File: config.mk
export PLATFORM = sky130hd
export DESIGN_NAME = click_tx
export DESIGN_NICKNAME = d
export VERILOG_FILES = /design/src/rtl/click_pkg.sv /design/src/rtl/click_tick.sv /design/src/rtl/click_quiet.sv /design/src/rtl/click_slot_seq.sv /design/src/rtl/click_tx.sv
export SDC_FILE = /design/constraint.sdc
export NUM_CORES = 1
export LEC_CHECK = 0
export BUFFER_PORTS_ARGS = -buffer_cell sky130_fd_sc_hd__buf_2
export CAP_MARGIN = 20
export CORE_ASPECT_RATIO = 1.2
export CORE_MARGIN = 2
export CORE_UTILIZATION = 53
export CTS_CLUSTER_SIZE = 28
export DETAILED_ROUTE_END_ITERATION = 12
export GPL_TIMING_DRIVEN = 0
export PLACE_DENSITY = 0.83
export SYNTH_ARGS = -nofsm -noshare
export SYNTH_HDL_FRONTEND = slang
export SYNTH_SLANG_ARGS = --single-unit
File: constraint.sdc
create_clock -name clk_i -period 1.45 [get_ports clk_i]
set_input_delay 0.145 -clock clk_i [delete_from_list [all_inputs] [get_ports clk_i]]
set_output_delay 0.145 -clock clk_i [all_outputs]
set_load 0.005 [all_outputs]
File: src/rtl/click_pkg.sv
package click_pkg;
  typedef enum logic [1:0] {
    ST_IDLE  = 2'd0,
    ST_SENSE = 2'd1,
    ST_FRAME = 2'd2,
    ST_GAP   = 2'd3
  } tx_state_e;

  localparam int unsigned LEAD_CLICKS = 2;
  localparam int unsigned TAIL_CLICKS = 2;
  localparam int unsigned SLOTS_PER_BIT = 2;
endpackage

File: src/rtl/click_tick.sv
module click_tick #(
  parameter int unsigned DIV = 1
) (
  input  logic clk_i,
  input  logic rst_ni,
  output logic tick_o
);
  localparam int unsigned CW = (DIV > 1) ? $clog2(DIV) : 1;

  logic [CW-1:0] cnt_q;

  assign tick_o = (cnt_q == CW'(DIV - 1));

  always_ff @(posedge clk_i or negedge rst_ni) begin
    if (!rst_ni)     cnt_q <= '0;
    else if (tick_o) cnt_q <= '0;
    else             cnt_q <= cnt_q + 1'b1;
  end
endmodule

File: src/rtl/click_quiet.sv
module click_quiet #(
  parameter int unsigned QUIET_LEN = 2550
) (
  input  logic clk_i,
  input  logic rst_ni,
  input  logic en_i,
  input  logic tick_i,
  input  logic line_i,
  output logic done_o
);
  localparam int unsigned QW = $clog2(QUIET_LEN + 1);

  logic [QW-1:0] cnt_q;

  assign done_o = en_i && tick_i && line_i && (cnt_q == QW'(QUIET_LEN - 1));

  always_ff @(posedge clk_i or negedge rst_ni) begin
    if (!rst_ni)       cnt_q <= '0;
    else if (!en_i)    cnt_q <= '0;
    else if (tick_i) begin
      if (!line_i)     cnt_q <= '0;  // any low sample restarts the window
      else if (!done_o) cnt_q <= cnt_q + 1'b1;
    end
  end
endmodule

File: src/rtl/click_slot_seq.sv
module click_slot_seq #(
  parameter int unsigned CLICK_LEN = 5,
  parameter int unsigned SLOT_LEN  = 20,
  parameter int unsigned SLOTS     = 20,
  localparam int unsigned PH_W     = $clog2(SLOT_LEN),
  localparam int unsigned SL_W     = $clog2(SLOTS)
) (
  input  logic            clk_i,
  input  logic            rst_ni,
  input  logic            run_i,
  input  logic            tick_i,
  output logic [SL_W-1:0] slot_o,
  output logic            pulse_o,
  output logic            last_o
);
  logic [PH_W-1:0] phase_q;
  logic [SL_W-1:0] slot_q;
  logic            end_ph;

  assign end_ph  = (phase_q == PH_W'(SLOT_LEN - 1));
  assign last_o  = run_i && tick_i && end_ph && (slot_q == SL_W'(SLOTS - 1));
  assign pulse_o = (phase_q < PH_W'(CLICK_LEN));
  assign slot_o  = slot_q;

  always_ff @(posedge clk_i or negedge rst_ni) begin
    if (!rst_ni) begin
      phase_q <= '0;
      slot_q  <= '0;
    end else if (!run_i) begin
      phase_q <= '0;
      slot_q  <= '0;
    end else if (tick_i) begin
      if (end_ph) begin
        phase_q <= '0;
        slot_q  <= last_o ? '0 : slot_q + 1'b1;
      end else begin
        phase_q <= phase_q + 1'b1;
      end
    end
  end
endmodule

File: src/rtl/click_tx.sv
module click_tx
  import click_pkg::*;
#(
  parameter int unsigned DATA_W      = 8,
  parameter int unsigned CLICK_LEN   = 5,
  parameter int unsigned GAP_LEN     = 15,
  parameter int unsigned SENSE_OUTER = 255,
  parameter int unsigned SENSE_INNER = 10,
  parameter int unsigned BYTE_GAP    = 8,
  parameter int unsigned TICK_DIV    = 1
) (
  input  logic              clk_i,
  input  logic              rst_ni,
  input  logic              start_i,
  input  logic              sense_req_i,
  input  logic [DATA_W-1:0] data_i,
  input  logic              line_i,
  output logic              busy_o,
  output logic              line_o,
  output logic              line_oe_o
);
  localparam int unsigned SLOT_LEN   = CLICK_LEN + GAP_LEN;
  localparam int unsigned DATA_SLOTS = SLOTS_PER_BIT * DATA_W;
  localparam int unsigned SLOTS      = LEAD_CLICKS + DATA_SLOTS + TAIL_CLICKS;
  localparam int unsigned SL_W       = $clog2(SLOTS);
  localparam int unsigned QUIET_LEN  = SENSE_OUTER * SENSE_INNER;

  tx_state_e         state_q;
  logic [DATA_W-1:0] data_q;
  logic              tick;
  logic              quiet_done;
  logic              frame_last;
  logic              gap_done;
  logic [SL_W-1:0]   slot;
  logic              pulse;
  logic              click_slot;
  logic              in_frame;

  assign in_frame = (state_q == ST_FRAME);

  click_tick #(.DIV(TICK_DIV)) tick_i (
    .clk_i  (clk_i),
    .rst_ni (rst_ni),
    .tick_o (tick)
  );

  click_quiet #(.QUIET_LEN(QUIET_LEN)) quiet_i (
    .clk_i  (clk_i),
    .rst_ni (rst_ni),
    .en_i   (state_q == ST_SENSE),
    .tick_i (tick),
    .line_i (line_i),
    .done_o (quiet_done)
  );

  click_slot_seq #(
    .CLICK_LEN (CLICK_LEN),
    .SLOT_LEN  (SLOT_LEN),
    .SLOTS     (SLOTS)
  ) seq_i (
    .clk_i   (clk_i),
    .rst_ni  (rst_ni),
    .run_i   (in_frame),
    .tick_i  (tick),
    .slot_o  (slot),
    .pulse_o (pulse),
    .last_o  (frame_last)
  );

  // slot decode: lead/tail clicks, else bit pair (click first for 1, second for 0)
  logic [SL_W-1:0] rel;
  logic [SL_W-1:0] rel_half;
  logic            bit_val;

  always_comb begin
    rel      = slot - SL_W'(LEAD_CLICKS);
    rel_half = rel >> 1;
    bit_val  = 1'b0;
    for (int i = 0; i < int'(DATA_W); i++) begin
      if (rel_half == SL_W'(i)) bit_val = data_q[i];
    end
    if (slot < SL_W'(LEAD_CLICKS))                    click_slot = 1'b1;
    else if (slot >= SL_W'(LEAD_CLICKS + DATA_SLOTS)) click_slot = 1'b1;
    else                                              click_slot = (~rel[0] == bit_val);
  end

  assign line_oe_o = in_frame;
  assign line_o    = !(in_frame && click_slot && pulse);
  assign busy_o    = (state_q != ST_IDLE);

  generate
    if (BYTE_GAP > 0) begin : g_gap
      localparam int unsigned GW = (BYTE_GAP > 1) ? $clog2(BYTE_GAP) : 1;
      logic [GW-1:0] gap_q;
      assign gap_done = (state_q == ST_GAP) && tick && (gap_q == GW'(BYTE_GAP - 1));
      always_ff @(posedge clk_i or negedge rst_ni) begin
        if (!rst_ni)                 gap_q <= '0;
        else if (state_q != ST_GAP)  gap_q <= '0;
        else if (tick && !gap_done)  gap_q <= gap_q + 1'b1;
      end
    end else begin : g_nogap
      assign gap_done = 1'b0;
    end
  endgenerate

  always_ff @(posedge clk_i or negedge rst_ni) begin
    if (!rst_ni) begin
      state_q <= ST_IDLE;
      data_q  <= '0;
    end else begin
      unique case (state_q)
        ST_IDLE: if (start_i) begin
          data_q  <= data_i;
          state_q <= sense_req_i ? ST_SENSE : ST_FRAME;
        end
        ST_SENSE: if (quiet_done) state_q <= ST_FRAME;
        ST_FRAME: if (frame_last) state_q <= (BYTE_GAP > 0) ? ST_GAP : ST_IDLE;
        ST_GAP:   if (gap_done)   state_q <= ST_IDLE;
        default:  state_q <= ST_IDLE;
      endcase
    end
  end
endmodule

# == Yosys cells after proc, flatten, opt, wreduce, memory -nomap -nowiden ==
# Cells that the tools add are included.
# op_classes
n_mux,30
reduce_logical,21
eq_ne,24
n_mul,0
bitwise_logic,2
magnitude_cmp,3
addsub,6
div,0
shift,0
# op_table
operator,n
$mux 12,4
$mux 5,7
$eq 4x3->1 const B,4
$add 12x1->12 const B,1
$eq 12x12->1 const B,1
$ne 2x2->1 const B,6
$logic_and 1x1->1,11
$mux 1,11
$add 5x1->5 const B,2
$eq 5x5->1 const B,2
$mux 2,5
$eq 4x2->1 const B,2
$pmux 2 s4,1
$mux 3,2
$reduce_and 2->1,3
$ge 5x5->1 const B,1
$logic_not 5->1,1
$lt 5x2->1 const B,1
$lt 5x3->1 const B,1
$sub 5x2->5 const B,1
$eq 2x2->1 const B,2
$eq 4x1->1 const B,1
$ne 2x1->1 const B,2
$reduce_and 4->1,1
10 further kinds,13
# word_totals
ff_bits,36
mem_bits_ro,0
wordCells,93
memories,0
output_inout_bits,3
latch_bits,0
input_bits,13
ramBits,0

# == Logic depth before layout (Yosys ltp) ==
# Gate-level depths: netlist of run 1.
# depth
depth_word,16
mapped_depth,6
mapped_depth_nobuf,6

# == Cells and area by module ==
# From an unflattened synthesis of run 1, not the netlist that was laid out.
# unflattened
hier_cells,204
hier_area_um2,2075.7
# modules_own_cells
mod,area_each_um2,cells_each,seq_area_each_um2,instances
click_quiet,740.7,79,300.3,1
click_tx,740.7,61,325.3,1
click_slot_seq,583.1,62,250.2,1
click_tick,11.3,2,0.0,1

# == Least setup slack after synthesis of run 1 ==
# No wires, ideal clock.
# synth_timing
kind,register to register
start,register state_q[0]
end,register seq_i.slot_q[0] (netlist: seq_i.slot_o[0])
synth_period_minus_slack_ns,1.572
required_time_ns,1.325
setup_time_ns,0.125
n_path_buf,1
path_stages_with_launch,7
t_arrival_ns,1.447
setup_slack_ns,-0.122
path_cell_list,dfrtp_1 -> inv_1 -> ha_1 -> buf_2 -> o31a_1 -> nor2_1 -> mux2_2
# synth_via
elab_chain_cells,8
word_cells_on_any_way,11
cone_classes,3 x eq/ne; 4 x mux; 4 x reduce/logical
# synth_lines
element,line,rtl
start: declaration,click_tx.sv:28,tx_state_e state_q;
start signal: assignment,click_tx.sv:114,state_q <= sense_req_i ? ST_SENSE : ST_FRAME;
start signal: assignment,click_tx.sv:117,ST_FRAME: if (frame_last) state_q <= (BYTE_GAP > 0) ? ST_GAP : ST_IDLE;
$eq 2x2->1 *,click_tx.sv:39,assign in_frame = (state_q == ST_FRAME);
net line_oe_o,click_tx.sv:20,output logic line_oe_o
$logic_and 1x1->1 (3 in series),click_slot_seq.sv:21,assign last_o = run_i && tick_i && end_ph && (slot_q == SL_W'(SLOTS - 1));
$mux 5,click_slot_seq.sv:35,slot_q <= last_o ? '0 : slot_q + 1'b1;
$mux 5,click_slot_seq.sv:33,if (end_ph) begin
$mux 5,click_slot_seq.sv:32,end else if (tick_i) begin
$mux 5,click_slot_seq.sv:29,end else if (!run_i) begin
end signal: assignment,click_slot_seq.sv:35,
end: declaration,click_slot_seq.sv:17,logic [SL_W-1:0] slot_q;
# The timed path passes the listed nets; every way through them passes the cells marked *. The select of a mux whose other input is x is not followed.
# A chain may end at the register's enable or synchronous reset.

# == Worst setup path in the final report of run 1 ==
# layout_timing
start,register seq_i.slot_q[2] (netlist: seq_i.slot_o[2])
end,output port line_o
# layout_via
elab_chain_cells,16
word_cells_on_any_way,25
cone_classes,1 x add/sub; 2 x order compare; 8 x eq/ne; 10 x mux; 4 x reduce/logical
# layout_lines
element,line,rtl
$sub 5x2->5,click_tx.sv:76,rel = slot - SL_W'(LEAD_CLICKS);
$logic_not 5->1,click_tx.sv:80,if (rel_half == SL_W'(i)) bit_val = data_q[i];
$mux 1 (8 in series),click_tx.sv:80,
$eq 1x1->1,click_tx.sv:84,else click_slot = (~rel[0] == bit_val);
$mux 1,click_tx.sv:83,else if (slot >= SL_W'(LEAD_CLICKS + DATA_SLOTS)) click_slot = 1'b1;
$mux 1 *,click_tx.sv:82,if (slot < SL_W'(LEAD_CLICKS)) click_slot = 1'b1;
$logic_and 1x1->1 * (2 in series),click_tx.sv:88,assign line_o = !(in_frame && click_slot && pulse);
$logic_not 1->1 *,click_tx.sv:88,
end: declaration,click_tx.sv:19,"output logic line_o,"
# Every way passes the cells marked *; elsewhere a longest branch is shown, timed or not.

==> out/results.txt, run 1 <==
The tools report the startpoint kind of the worst setup timing path as a register. The post-synthesis cell area is 0.00198 mm2, and the data arrival at the endpoint of the critical path is 1.69 ns. The region available for standard cell placement spans 0.00360 mm2. The average instance in the mapped netlist occupies 10.7 um2. The maximum fanout along the worst path works out to 4. The checks that failed: setup timing. For the met3 track utilization from global routing, the log shows 4.94%. In the global route stage, met1 resource usage came out at 28.5%. Using the TritonRoute via totals, the vias-per-cell ratio works out to 5.73. Global routing finished with a remaining overflow of 0.

The tools report the root buffer selected by CTS as sky130_fd_sc_hd__clkbuf_8. The number of antenna violations at the first check in global routing is 0, and the number of iterations in the first detailed-routing pass is 4. The multi-input combinational cells in the finished layout cover a total of 0.00125 mm2.

The layer flagged by global routing as most heavily used is met2. The logs give 0 for the total count of max-transition violations in the final report and -0.384 ns for the smallest setup slack after layout. The run gives -0.780 ns as the final-layout setup total negative slack. For this run, the total global-route usage over all layers was measured as 22.5%. Setup repair after global routing could not meet its margin everywhere. The tools report the clock network latency to the later pin of the worst-skew pair as 0.29 ns. Flip-flop cell with the highest count after synthesis: sky130_fd_sc_hd__dfrtp_1.

The tools report the pin count of the biggest net entering global routing as 36. After detailed routing, the total wire length is 4.44 mm. Summed over its instances, the top area cell type makes up 44.3% of the synthesized netlist area.

For the worst setup path, the data required time is 1.31 ns. After detailed routing, the average wire length per cell comes to 16.4 um. Once detail routing completed, the nets flagged for antenna violations numbered 0.

The met2 usage in global routing came out at 37.9%. STA classifies the critical path endpoint as a primary output. The run gives 1528 as the via count of the first global-routing pass. After synthesis the netlist holds a flip-flop and latch count of 35. On the critical path, the stage with the largest delay is an instance of sky130_fd_sc_hd__dfrtp_1.

Counting instances, the worst hold path has a depth of 2. Port buffering added 15 buffers. The most frequent cell after synthesis is sky130_fd_sc_hd__dfrtp_1.

The total number of H-tree levels is 2. The logs give 0.00268 mm2 for the final design area excluding fillers and 24 for the number of standard-cell rows in the floorplan. The number of remaining DRC errors is 0, and the number of buffers created by CTS is 5. Summed over all instances, the cell type with the most area after synthesis is sky130_fd_sc_hd__dfrtp_1. Once placement completed, the tool counted placed cells totaling 238.

Detailed placement ended at an HPWL of 2.55 mm. The die covers 0.00424 mm2. Subtracting the final worst setup slack from the clock period gives 1.83 ns.

Total leakage power: 1.11 nW. The critical path's largest stage delay is 0.40 ns. TritonCTS built the clock tree. By area the synthesized netlist is led by sky130_fd_sc_hd__dfrtp_1 44%, sky130_fd_sc_hd__ha_1 7.0%, sky130_fd_sc_hd__mux2_2 5.1%. The filler cells instantiated in the layout total 228. The share of the clock period used by the worst path after layout was 126%; the slew at the pin with the worst max-slew slack was 0.785 ns. Sequential share of the synthesized area: 44.3%. The run gives 255 as the final-stage net count. Max-cap violations in this run came to 0. The run finished, with violations left. The die is 59.8 um wide. Traced cell by cell, the critical path runs through buf_6, or3_4, nor4b_4, nor3_1, nand3b_1, buf_2. The area of all sequential standard cells was 881 um2; the count of final hold-check violations was 0. For the maximum vdd ir drop, the log shows 836 uV.

The I/O pin count was 16. The cell count after synthesis was 184. The logs give 0.00214 mm2 for the cell area reported after detailed placement and 1552 for the number of vias in the routed layout. Clock-pin slew was measured on the worst setup and hold paths at 0.08 ns. Sorting the synthesized cells by how often they occur yields 35 x sky130_fd_sc_hd__dfrtp_1, 16 x sky130_fd_sc_hd__nor2_1, 14 x sky130_fd_sc_hd__inv_1. In the synthesized netlist the async set-or-reset flop fraction comes to 100%. In this run the register-to-register setup slack is -0.11 ns.

The violation count after the first detailed-routing iteration is 87, and the share of layout cells above drive strength 1 is 44.8%. During synthesis, Yosys emitted a total of 0 warnings. The tightest hold path in the finished design has a slack of 0.0758 ns.

Number of buffers on the longest clock path: 2. The number of antenna diodes in the final layout is 0. The power per cell area is 1540 mW/mm2. The category of the most critical setup path is register to primary output.

Headroom to the max-slew limit came out at 47.7%. Setup violations remaining at the end of the flow were counted as 7. The synthesized design contains 0 enable-type register cells. The tools report the filler-free cell count of the finished design as 271. The run gives -0.188 ns as the worst-case setup slack after placement.

The congestion estimate from routability-driven global placement came to 0.806. The total nets after synthesis is 208, and the die extent in y is 70.9 um. The worst register-to-register path has a depth of 5. Compared with the post-synthesis result, the final layout area differs by 35.6%. Across the routed clock network, the largest skew measured is 0.00766 ns. The path type of the worst min-delay path was primary input to register. Static timing analysis puts the maximum clock frequency at 0.545 GHz. The global-route wire length before repair was 7.16 mm; the sink count of the clock tree was 35. The distinct cell type count of the synthesized netlist is 43, and the effective utilization at floorplan is 54.9%.
state kept, by name, indices dropped and copies added, names as in the netlist:
register	flops
seq_i.slot_o	5
g_gap.gap_q	3
quiet_i.cnt_q	12
seq_i.phase_q	5
data_q	8
state_q	2
worst paths after layout:
kind                                                   from                         end
worst max-delay path            seq_i.slot_o[2]$_DFFE_PN0P_                      line_o
worst min register to register        data_q[3]$_DFFE_PN0P_       data_q[3]$_DFFE_PN0P_
min in group asynchronous                            rst_ni  seq_i.phase_q[3]$_DFF_PN0_
worst min-delay path                              data_i[4]       data_q[4]$_DFFE_PN0P_
worst max register to register       state_q[0]$_DFFE_PN0P_      state_q[1]$_DFFE_PN0P_
max in group asynchronous                            rst_ni      state_q[1]$_DFFE_PN0P_
cells by family after synthesis:
group / Yosys count / share of synthesized area (%)
XOR/XNOR: 10 / 4.43
multiplexers: 18 / 10.5
AND/OR/NAND/NOR: 64 / 19.6
adder cells (fa/ha/maj): 11 / 6.96
buffers and inverters: 19 / 4.30
flip-flops: 35 / 44.3
AO/OA/AOI/OAI: 27 / 9.87
critical path, delay by kind of cell (launching register included):
family | cells | cell delay (ns)
AND/OR/NAND/NOR | 4 | 0.76
buffers and inverters | 2 | 0.24
flip-flops | 1 | 0.40
per-stage QoR:
stage / power (mW) / utilization, %
after global placement: 2.51 / 59.4
after detailed placement: 2.57 / 59.4
after floorplan: 2.25 / -
after CTS: 3.93 / 69.4
after global routing: 4.38 / 74.4
final: 4.12 / 74.4
report_power, final:
| part | total (mW) | switching (mW) | internal (mW) |
|---|---|---|---|
| clock network | 0.924 | 0.367 | 0.556 |
| registers | 1.43 | 0.229 | 1.21 |
| logic | 1.76 | 0.771 | 0.991 |
metal layers:
layer	vias up	routed length [um]
met2	35	2370
met4	0	76
met3	9	145
li1	737	-
met5	-	0
met1	771	1850
cells in the final DEF, fill, tap and decap left out, drive strengths merged, types with 2 or more instances in the layout:
master,netlist,routed
and2,4,4
nor2,16,16
nor3,5,5
a22o,3,3
or3,4,4
xnor2,9,9
ha,11,11
nand4,3,3
o21ai,7,7
nand2,10,10
nor2b,5,5
nand3,8,8
inv,14,14
nand4b,2,2
clkbuf,1,7
o31ai,4,4
a21oi,7,7
dfrtp,35,35
mux2,9,9
mux2i,8,8
buf,4,43
nand3b,2,2
area by class of cell:
class	instances	area share (%)
Buffer	4	1.07
Sequential cell	35	32.9
Multi-Input combinational cell	130	46.7
Timing Repair Buffer	41	11.2
Tap cell	39	1.82
Clock inverter	2	1.31
Clock buffer	6	3.08
Inverter	14	1.96
timing repair:
action / 4_1_cts / 5_1_grt
setup buffers: 19 / 6
setup endpoints to repair: 27 / 21
hold endpoints to repair: 35 / 0
pin swaps: 14 / 9
resized for setup: 22 / 33
hold buffers: 1 / 0
(Power assumes the default switching activity.)
==> inputs of run 2 (changes only) <==
REMOVE_ABC_BUFFERS = 1   (was unset)
==> out/results.txt, run 2 (synthesized netlist as in run 1, its figures left out) <==
Setup violation total in the final timing report: 11 (was 7). The detail-routed via count per cell was 5.80 (was 5.73); the antenna cell count was 0 (unchanged). The count of input and output buffers is 15 (unchanged), and the sum of internal, switching and leakage power is 3.94 mW (was 4.12 mW). Total track usage: 20.4% (was 22.5%). The worst-case clock skew was 0.00459 ns (was 0.00766 ns); the x dimension of the die was 59.8 um (unchanged). The placeable core region is 0.00360 mm2 (unchanged). The leading cell type in the layout, fill and taps excluded is sky130_fd_sc_hd__dfrtp_1 (unchanged). The logs give 0.0812 ns (was 0.0758 ns) for the smallest hold slack and 16 (unchanged) for the I/O pin count.

The power per cell area is 1520 mW/mm2 (was 1540 mW/mm2), and the sink count of the clock tree is 35 (unchanged). Top flop regs: quiet_i.cnt_q (12), data_q (8) (unchanged). The endpoint required time on the critical path came out at 1.31 ns (about the same).

The number of remaining DRC errors is 0 (unchanged). The total count of max-transition violations in the final report is 0 (unchanged), and the floorplan die area is 0.00424 mm2 (unchanged). The tools report the cell area reported after detailed placement as 0.00207 mm2 (was 0.00214 mm2). The tools report the count of final hold-check violations as 0 (unchanged). The logs give 2 (unchanged) for the total number of H-tree levels and 36 (unchanged) for the pin count of the biggest net entering global routing.

The final-stage net count is 252 (was 255), and the via count of the first global-routing pass is 1460 (was 1528). The flow ran to the end, but the final reports show violations. The tools report the data arrival at the endpoint of the critical path as 1.68 ns (was 1.69 ns). The tools report the number of iterations in the first detailed-routing pass as 4 (unchanged).

Flip-flop count of the largest register after layout: 12 (unchanged). The logs give 54.9% (unchanged) for the effective utilization at floorplan and 0.00259 mm2 (was 0.00268 mm2) for the final design area excluding fillers. Most frequent cells in the layout: 30 x sky130_fd_sc_hd__dfrtp_1, 23 x sky130_fd_sc_hd__buf_4, 15 x sky130_fd_sc_hd__buf_2, 14 x sky130_fd_sc_hd__nor2_1, 10 x sky130_fd_sc_hd__inv_1 (was 31 x sky130_fd_sc_hd__dfrtp_1, 20 x sky130_fd_sc_hd__buf_4, 15 x sky130_fd_sc_hd__buf_2, 14 x sky130_fd_sc_hd__nor2_1, 11 x sky130_fd_sc_hd__inv_1). The tools report the final-layout setup total negative slack as -1.29 ns (was -0.780 ns).

Setup repair after global routing could not meet its margin everywhere. For the peak clock frequency supported by timing, the log shows 0.549 GHz (was 0.545 GHz). The register bank with the most flops was quiet_i.cnt_q (unchanged).

The tools report the total leakage power as 1.09 nW (was 1.11 nW). TritonCTS built the clock tree. For the number of max-cap violations, the log shows 0 (unchanged). The number of cells in the design after placement is 233 (was 238), and the minimum clock period after layout is 1.82 ns (was 1.83 ns).

The total congestion overflow after global routing is 0 (unchanged). The capturing element type of the critical path was a primary output (unchanged). The number of vias in the routed layout came out at 1555 (was 1552). The slew at the pin with the worst max-slew slack works out to 0.780 ns (was 0.785 ns). Clock-pin slew reported for the worst setup and hold paths after clock tree synthesis: 0.07 ns (was 0.08 ns). The share of the clock period used by the worst path after layout was 126% (about the same). Failing checks: setup timing (unchanged).

Number of buffers on the longest clock path: 2 (unchanged). The sum of net half-perimeters after detailed placement is 2.42 mm (was 2.55 mm), and the die extent in y is 70.9 um (unchanged). The tools report the clock network latency to the later pin of the worst-skew pair as 0.29 ns (about the same). The root buffer selected by CTS was sky130_fd_sc_hd__clkbuf_8 (unchanged). The detail-routed net length per standard cell is 16.9 um (was 16.4 um). The number of buffers created by CTS is 5 (unchanged), and the last weighted congestion value of the routability-driven placer is 0.764 (was 0.806).

The area added between synthesis and finish came out at 31.1% (was 35.6%). Category of the most critical setup path: register to primary output (unchanged). The filler-free cell count of the finished design was 268 (was 271); the violation count after the first detailed-routing iteration was 122 (was 87).

The global-route wire length before repair is 6.47 mm (was 7.16 mm). The path type of the worst min-delay path was primary input to register (unchanged). The run gives 0 (unchanged) as the number of antenna violations at the first check in global routing.

The share of layout cells above drive strength 1 was 43.2% (was 44.8%); the maximum vdd ir drop was 801 uV (was 836 uV). The logs give 0 (unchanged) for the post-detailed-route count of antenna-violating nets and 48.0% (was 47.7%) for the worst-case headroom to the max-slew limit. The tools report the smallest setup slack after layout as -0.373 ns (was -0.384 ns). The maximum fanout along the worst path is 3 (was 4).

The startpoint kind of the worst setup timing path was a register (unchanged). The number of standard-cell rows in the floorplan is 24 (unchanged). The tools report the wire length reported by the detailed router as 4.52 mm (was 4.44 mm).
==> run 2: timing repair <==
item	CTS	global route
endpoints found under the setup margin	20	22
hold buffers	1	0
endpoints found under the hold margin	35	0
setup buffers	20	6
pin swaps	14	16
cloned	0	0
gates resized for setup	24	31
==> run 2: layout make-up <==
type	instances	area (um2)
fillers	250	1010
clock buffers	8	100
well taps	39	48.8
flip-flops and latches	35	882
multi-input cells	130	1210
repair buffers	42	292
inverters	14	55.1
==> run 2: worst max-delay path, stage by stage, from the launching register on <==
cell                       delay, ns
sky130_fd_sc_hd__dfrtp_2        0.43
sky130_fd_sc_hd__or3_4          0.42
sky130_fd_sc_hd__buf_4          0.15
sky130_fd_sc_hd__nor2_2         0.13
sky130_fd_sc_hd__nor3_2         0.06
sky130_fd_sc_hd__nand3b_1       0.08
sky130_fd_sc_hd__buf_2          0.11
==> run 2: power breakdown <==
part           switching [mW]  total (mW)  internal (mW)
registers               0.215        1.42           1.20
logic                   0.792        1.74          0.947
clock network           0.351       0.785          0.433
total                    1.36        3.94           2.58
==> run 2: final timing paths <==
| check | startpoint | endpoint | slack, ns | depth (start not counted) |
|---|---|---|---|---|
| min | data_i[5] | data_q[5]$_DFFE_PN0P_ | 0.08 | 2 |
| max in group asynchronous | rst_ni | seq_i.slot_o[0]$_DFFE_PN0P_ | 0.43 | 2 |
| max reg2reg | seq_i.slot_o[1]$_DFFE_PN0P_ | state_q[0]$_DFFE_PN0P_ | -0.17 | 7 |
| min reg2reg | data_q[0]$_DFFE_PN0P_ | data_q[0]$_DFFE_PN0P_ | 0.51 | 1 |
| max | seq_i.slot_o[3]$_DFFE_PN0P_ | line_o | -0.37 | 6 |
| min in group asynchronous | rst_ni | g_gap.gap_q[2]$_DFFE_PN0P_ | 0.47 | 2 |
==> run 2: stage by stage <==
stage / setup slack, ns / util, %
after CTS: -0.342 / 67.0
after global placement: -0.379 / 57.4
after floorplan: -0.148 / -
after global routing: -0.457 / 71.9
after detailed placement: -0.418 / 57.4
final: -0.373 / 71.9
==> run 2: metal layers <==
layer / track usage (%) / vias to the layer above / share of wire [%]
li1: - / 732 / -
met1: 24.0 / 784 / 40
met5: 0 / - / 0
met3: 6.03 / 13 / 3.3
met2: 33.8 / 26 / 54
met4: 8.89 / 0 / 2.9
==> inputs of run 3 (changes only) <==
ABC_AREA = 1   (was unset)
SLEW_MARGIN = 20   (was unset)
==> out/results.txt, run 3 <==
The peak clock frequency supported by timing is 0.601 GHz (was 0.549 GHz), and the worst-case headroom to the max-slew limit is 49.4% (was 48.0%). Post-synthesis cell area: 0.00188 mm2 (was 0.00198 mm2). The logs give 5 (was 11) for the setup violation total in the final timing report and 276 (was 252) for the final-stage net count. The area added between synthesis and finish works out to 25.2% (was 31.1%). The net switching power was 1.13 mW (was 1.36 mW). The global-route wire length before repair is 6.57 mm (was 6.47 mm), and the detail-routed via count per cell is 5.57 (was 5.80).

The Yosys warning count was 0 (unchanged); the number of remaining DRC errors was 0 (unchanged). The cell type with the highest aggregate area in the netlist was sky130_fd_sc_hd__dfrtp_1 (unchanged). Most frequent cell after synthesis: sky130_fd_sc_hd__dfrtp_1 (unchanged). The post-detailed-route count of antenna-violating nets was 0 (unchanged). The total leakage power came out at 1.06 nW (was 1.09 nW).

The number of flops mapped to enable cells by yosys is 0 (unchanged). The run gives -0.241 ns (was -0.418 ns) as the worst-case setup slack after placement. The floorplan die area is 0.00405 mm2 (was 0.00424 mm2), and the data arrival at the endpoint of the critical path is 1.52 ns (was 1.68 ns). Worst-case clock skew: 0.00307 ns (was 0.00459 ns).

The antenna cell count was 0 (unchanged). The tools report the via count of the first global-routing pass as 1548 (was 1460). The endpoint required time on the critical path is 1.31 ns (about the same), and the clock-pin slew reported for the worst setup and hold paths after clock tree synthesis is 0.07 ns (about the same).

The slew at the pin with the worst max-slew slack is 0.758 ns (was 0.780 ns), and the relative contribution of sequential cells to total power is 36.6% (was 35.9%). For the total count of max-transition violations in the final report, the log shows 0 (unchanged). Setup repair after global routing could not meet its margin everywhere. The mean post-synth cell area is 8.56 um2 (was 10.7 um2).

The run gives 2 (unchanged) as the number of buffers on the longest clock path. Total track usage: 21.0% (was 20.4%). The effective utilization at floorplan is 55.9% (was 54.9%). The async set or reset register ratio after synthesis was 100% (unchanged). The area of all sequential standard cells is 880 um2 (was 882 um2).

The sum of net half-perimeters after detailed placement was 2.44 mm (was 2.42 mm); the sequential share of the synthesized area was 46.5% (was 44.3%). For the total number of H-tree levels, the log shows 2 (unchanged). Capturing element type of the critical path: a primary output (unchanged). The run gives 4 (unchanged) as the number of iterations in the first detailed-routing pass. TritonCTS built the clock tree. Top flop regs: quiet_i.cnt_q (12), data_q (8) (unchanged). The power per cell area works out to 1470 mW/mm2 (was 1520 mW/mm2). The run finished, with violations left. The sink count of the clock tree came out at 35 (unchanged).

Register bank with the most flops: quiet_i.cnt_q (unchanged). The distinct cell type count of the synthesized netlist is 28 (was 43), and the number of standard-cell rows in the floorplan is 23 (was 24). The count of input and output buffers works out to 15 (unchanged).

The tools report the root buffer selected by CTS as sky130_fd_sc_hd__clkbuf_8 (unchanged). The run gives 224 (was 250) as the fill cell total of the finished layout. The I/O pin count is 16 (unchanged), and the share of layout cells above drive strength 1 is 31.2% (was 43.2%). The placeable core region is 0.00337 mm2 (was 0.00360 mm2). The startpoint kind of the worst setup timing path was a register (unchanged). Flip-flop cell with the highest count after synthesis: sky130_fd_sc_hd__dfrtp_1 (unchanged).

The run gives 0 (unchanged) as the number of max-cap violations. Category of the most critical setup path: register to primary output (unchanged). The share of the clock period used by the worst path after layout is 115% (was 126%), and the cell count after synthesis is 220 (was 184).

The logs give 5 (unchanged) for the number of buffers created by CTS and 0 (unchanged) for the total congestion overflow after global routing. The smallest setup slack after layout is -0.215 ns (was -0.373 ns), and the switching part of the total is 32.4% (was 34.5%). The logs give 32.6% (was 44.1%) for the part of the power in combinational logic and 0 (unchanged) for the count of final hold-check violations. Failing checks: setup timing (unchanged).

Final standard cell utilization of the core: 70.0% (was 71.9%). The part of the total power dissipated in the clock network is 30.8% (was 19.9%). Commonest cells in the netlist: 35 x sky130_fd_sc_hd__dfrtp_1, 33 x sky130_fd_sc_hd__nand2_1, 30 x sky130_fd_sc_hd__inv_1 (was 35 x sky130_fd_sc_hd__dfrtp_1, 16 x sky130_fd_sc_hd__nor2_1, 14 x sky130_fd_sc_hd__inv_1). The number of antenna violations at the first check in global routing is 0 (unchanged), and the die extent in y is 69.3 um (was 70.9 um). The flip-flop count of the largest register after layout works out to 12 (unchanged). The area share of the leading cell type in the synthesized netlist was 46.5% (was 44.3%); the last weighted congestion value of the routability-driven placer was 0.843 (was 0.764). The path type of the worst min-delay path was primary input to register (unchanged). The clock network latency to the later pin of the worst-skew pair was 0.29 ns (about the same); the wire length reported by the detailed router was 3.97 mm (was 4.52 mm).

The run gives 1320 uV (was 801 uV) as the maximum vdd ir drop. The tools report the number of vias in the routed layout as 1614 (was 1555). The post-synthesis register bit count was 35 (unchanged); the total area of multi-input combinational cells was 991 um2 (was 0.00121 mm2).

The detail-routed net length per standard cell is 13.7 um (was 16.9 um). The x dimension of the die is 58.4 um (was 59.8 um), and the violation count after the first detailed-routing iteration is 39 (was 122). The minimum clock period after layout works out to 1.66 ns (was 1.82 ns). The tools report the internal cell power as 2.35 mW (was 2.58 mW). The leading cell type in the layout, fill and taps excluded is sky130_fd_sc_hd__dfrtp_1 (unchanged). The maximum fanout along the worst path works out to 5 (was 3). Most frequent cells in the layout: 32 x sky130_fd_sc_hd__dfrtp_1, 28 x sky130_fd_sc_hd__nand2_1, 24 x sky130_fd_sc_hd__inv_1, 20 x sky130_fd_sc_hd__a21oi_1, 15 x sky130_fd_sc_hd__buf_2 (was 30 x sky130_fd_sc_hd__dfrtp_1, 23 x sky130_fd_sc_hd__buf_4, 15 x sky130_fd_sc_hd__buf_2, 14 x sky130_fd_sc_hd__nor2_1, 10 x sky130_fd_sc_hd__inv_1). Pin count of the biggest net entering global routing: 36 (unchanged). Cell types occupying the most area after synthesis: sky130_fd_sc_hd__dfrtp_1 47%, sky130_fd_sc_hd__ha_1 7.3%, sky130_fd_sc_hd__nand2_1 6.6% (was sky130_fd_sc_hd__dfrtp_1 44%, sky130_fd_sc_hd__ha_1 7.0%, sky130_fd_sc_hd__mux2_2 5.1%).
[run 3: cell count changes after synthesis, sizes merged, moves of 5 or more]
cell and change:
a21oi +13, inv +20, mux2 -5, mux2i -8, nand2 +25, nand3 +11
nor2b -5, o21ai +11, xnor2 -6
[run 3: area by class of cell]
cell class              instances  share of cell area (%)
inverters                      34                    5.63
repair buffers                 27                    7.27
well taps                      37                    1.96
multi-input cells             149                    42.0
clock inverters                 3                    2.87
clock buffers                   5                    2.92
flip-flops and latches         35                    37.3
[run 3: through the flow]
step	TNS [ns]	cells	area (um2)	total power, mW	hold slack [ns]
6_report	-0.361	290	2360	3.47	0.0785
5_1_grt	-0.987	290	2360	3.68	0.0744
2_1_floorplan	0	218	1870	1.88	-0.151
4_1_cts	-0.204	287	2240	3.31	0.0726
3_3_place_gp	-0.734	270	1990	2.08	0.262
3_5_place_dp	-1.02	270	1990	2.11	0.267
[run 3: path summary, 6_finish.rpt]
| kind | startpoint | to | slack [ns] | cells past startpoint |
|---|---|---|---|---|
| min in group asynchronous | rst_ni | g_gap.gap_q[2]$_DFFE_PN0P_ | 0.45 | 2 |
| hold / removal | data_i[1] | data_q[1]$_DFFE_PN0P_ | 0.08 | 2 |
| max in group asynchronous | rst_ni | seq_i.slot_o[3]$_DFFE_PN0P_ | 0.47 | 2 |
| hold reg to reg | g_gap.gap_q[1]$_DFFE_PN0P_ | g_gap.gap_q[1]$_DFFE_PN0P_ | 0.48 | 2 |
| setup / recovery | seq_i.slot_o[3]$_DFFE_PN0P_ | line_o | -0.21 | 9 |
| setup reg to reg | seq_i.phase_q[0]$_DFF_PN0_ | seq_i.slot_o[4]$_DFFE_PN0P_ | -0.11 | 6 |
[run 3: cell families after synthesis]
| kind of cell | count (synthesis) | synth area share, % |
|---|---|---|
| muxes | 4 | 2.39 |
| buffers and inverters | 36 | 7.64 |
| and+or+nand+nor | 87 | 22.0 |
| adders and majority gates | 11 | 7.31 |
| xor gates and xnor gates | 4 | 1.86 |
| DFF | 35 | 46.5 |
| AOI/OAI and AO/OA | 43 | 12.3 |
[run 3: metal layers]
metal  vias to the layer above  GRT usage, %  wire length [um]
met5                         -             0                 0
met4                         0          9.82               107
met3                        13          5.78               162
met2                        45          35.8              2060
met1                       766          23.6              1650
li1                        790             -                 -
[run 3: power by group through the flow]
stage          combinational [mW]  sequential, mW  clock (mW)
2_1_floorplan               0.624            1.25           0
3_3_place_gp                0.808            1.28           0
3_5_place_dp                0.832            1.28           0
4_1_cts                     0.971            1.26        1.08
5_1_grt                      1.27            1.29        1.12
6_report                     1.13            1.27        1.07
[run 3: critical path, cell delays in order (launching register included)]
cell and delay (ns):
sky130_fd_sc_hd__dfrtp_2 0.46, sky130_fd_sc_hd__inv_2 0.10, sky130_fd_sc_hd__nand3_1 0.11, sky130_fd_sc_hd__nand3_2 0.11, sky130_fd_sc_hd__nand3_2 0.08, sky130_fd_sc_hd__nand2_1 0.06, sky130_fd_sc_hd__nand2_1 0.06, sky130_fd_sc_hd__nand3_2 0.06
sky130_fd_sc_hd__nand2_1 0.05, sky130_fd_sc_hd__buf_2 0.12
[run 3: repair_timing]
| item | 4_1_cts | 5_1_grt |
|---|---|---|
| gates cloned | 0 | 0 |
| setup endpoints to repair | 10 | 13 |
| hold buffers | 1 | 0 |
| hold endpoints to repair | 35 | 0 |
| resized for setup | 18 | 22 |
| setup buffers | 8 | 4 |
| pin swaps | 2 | 5 |
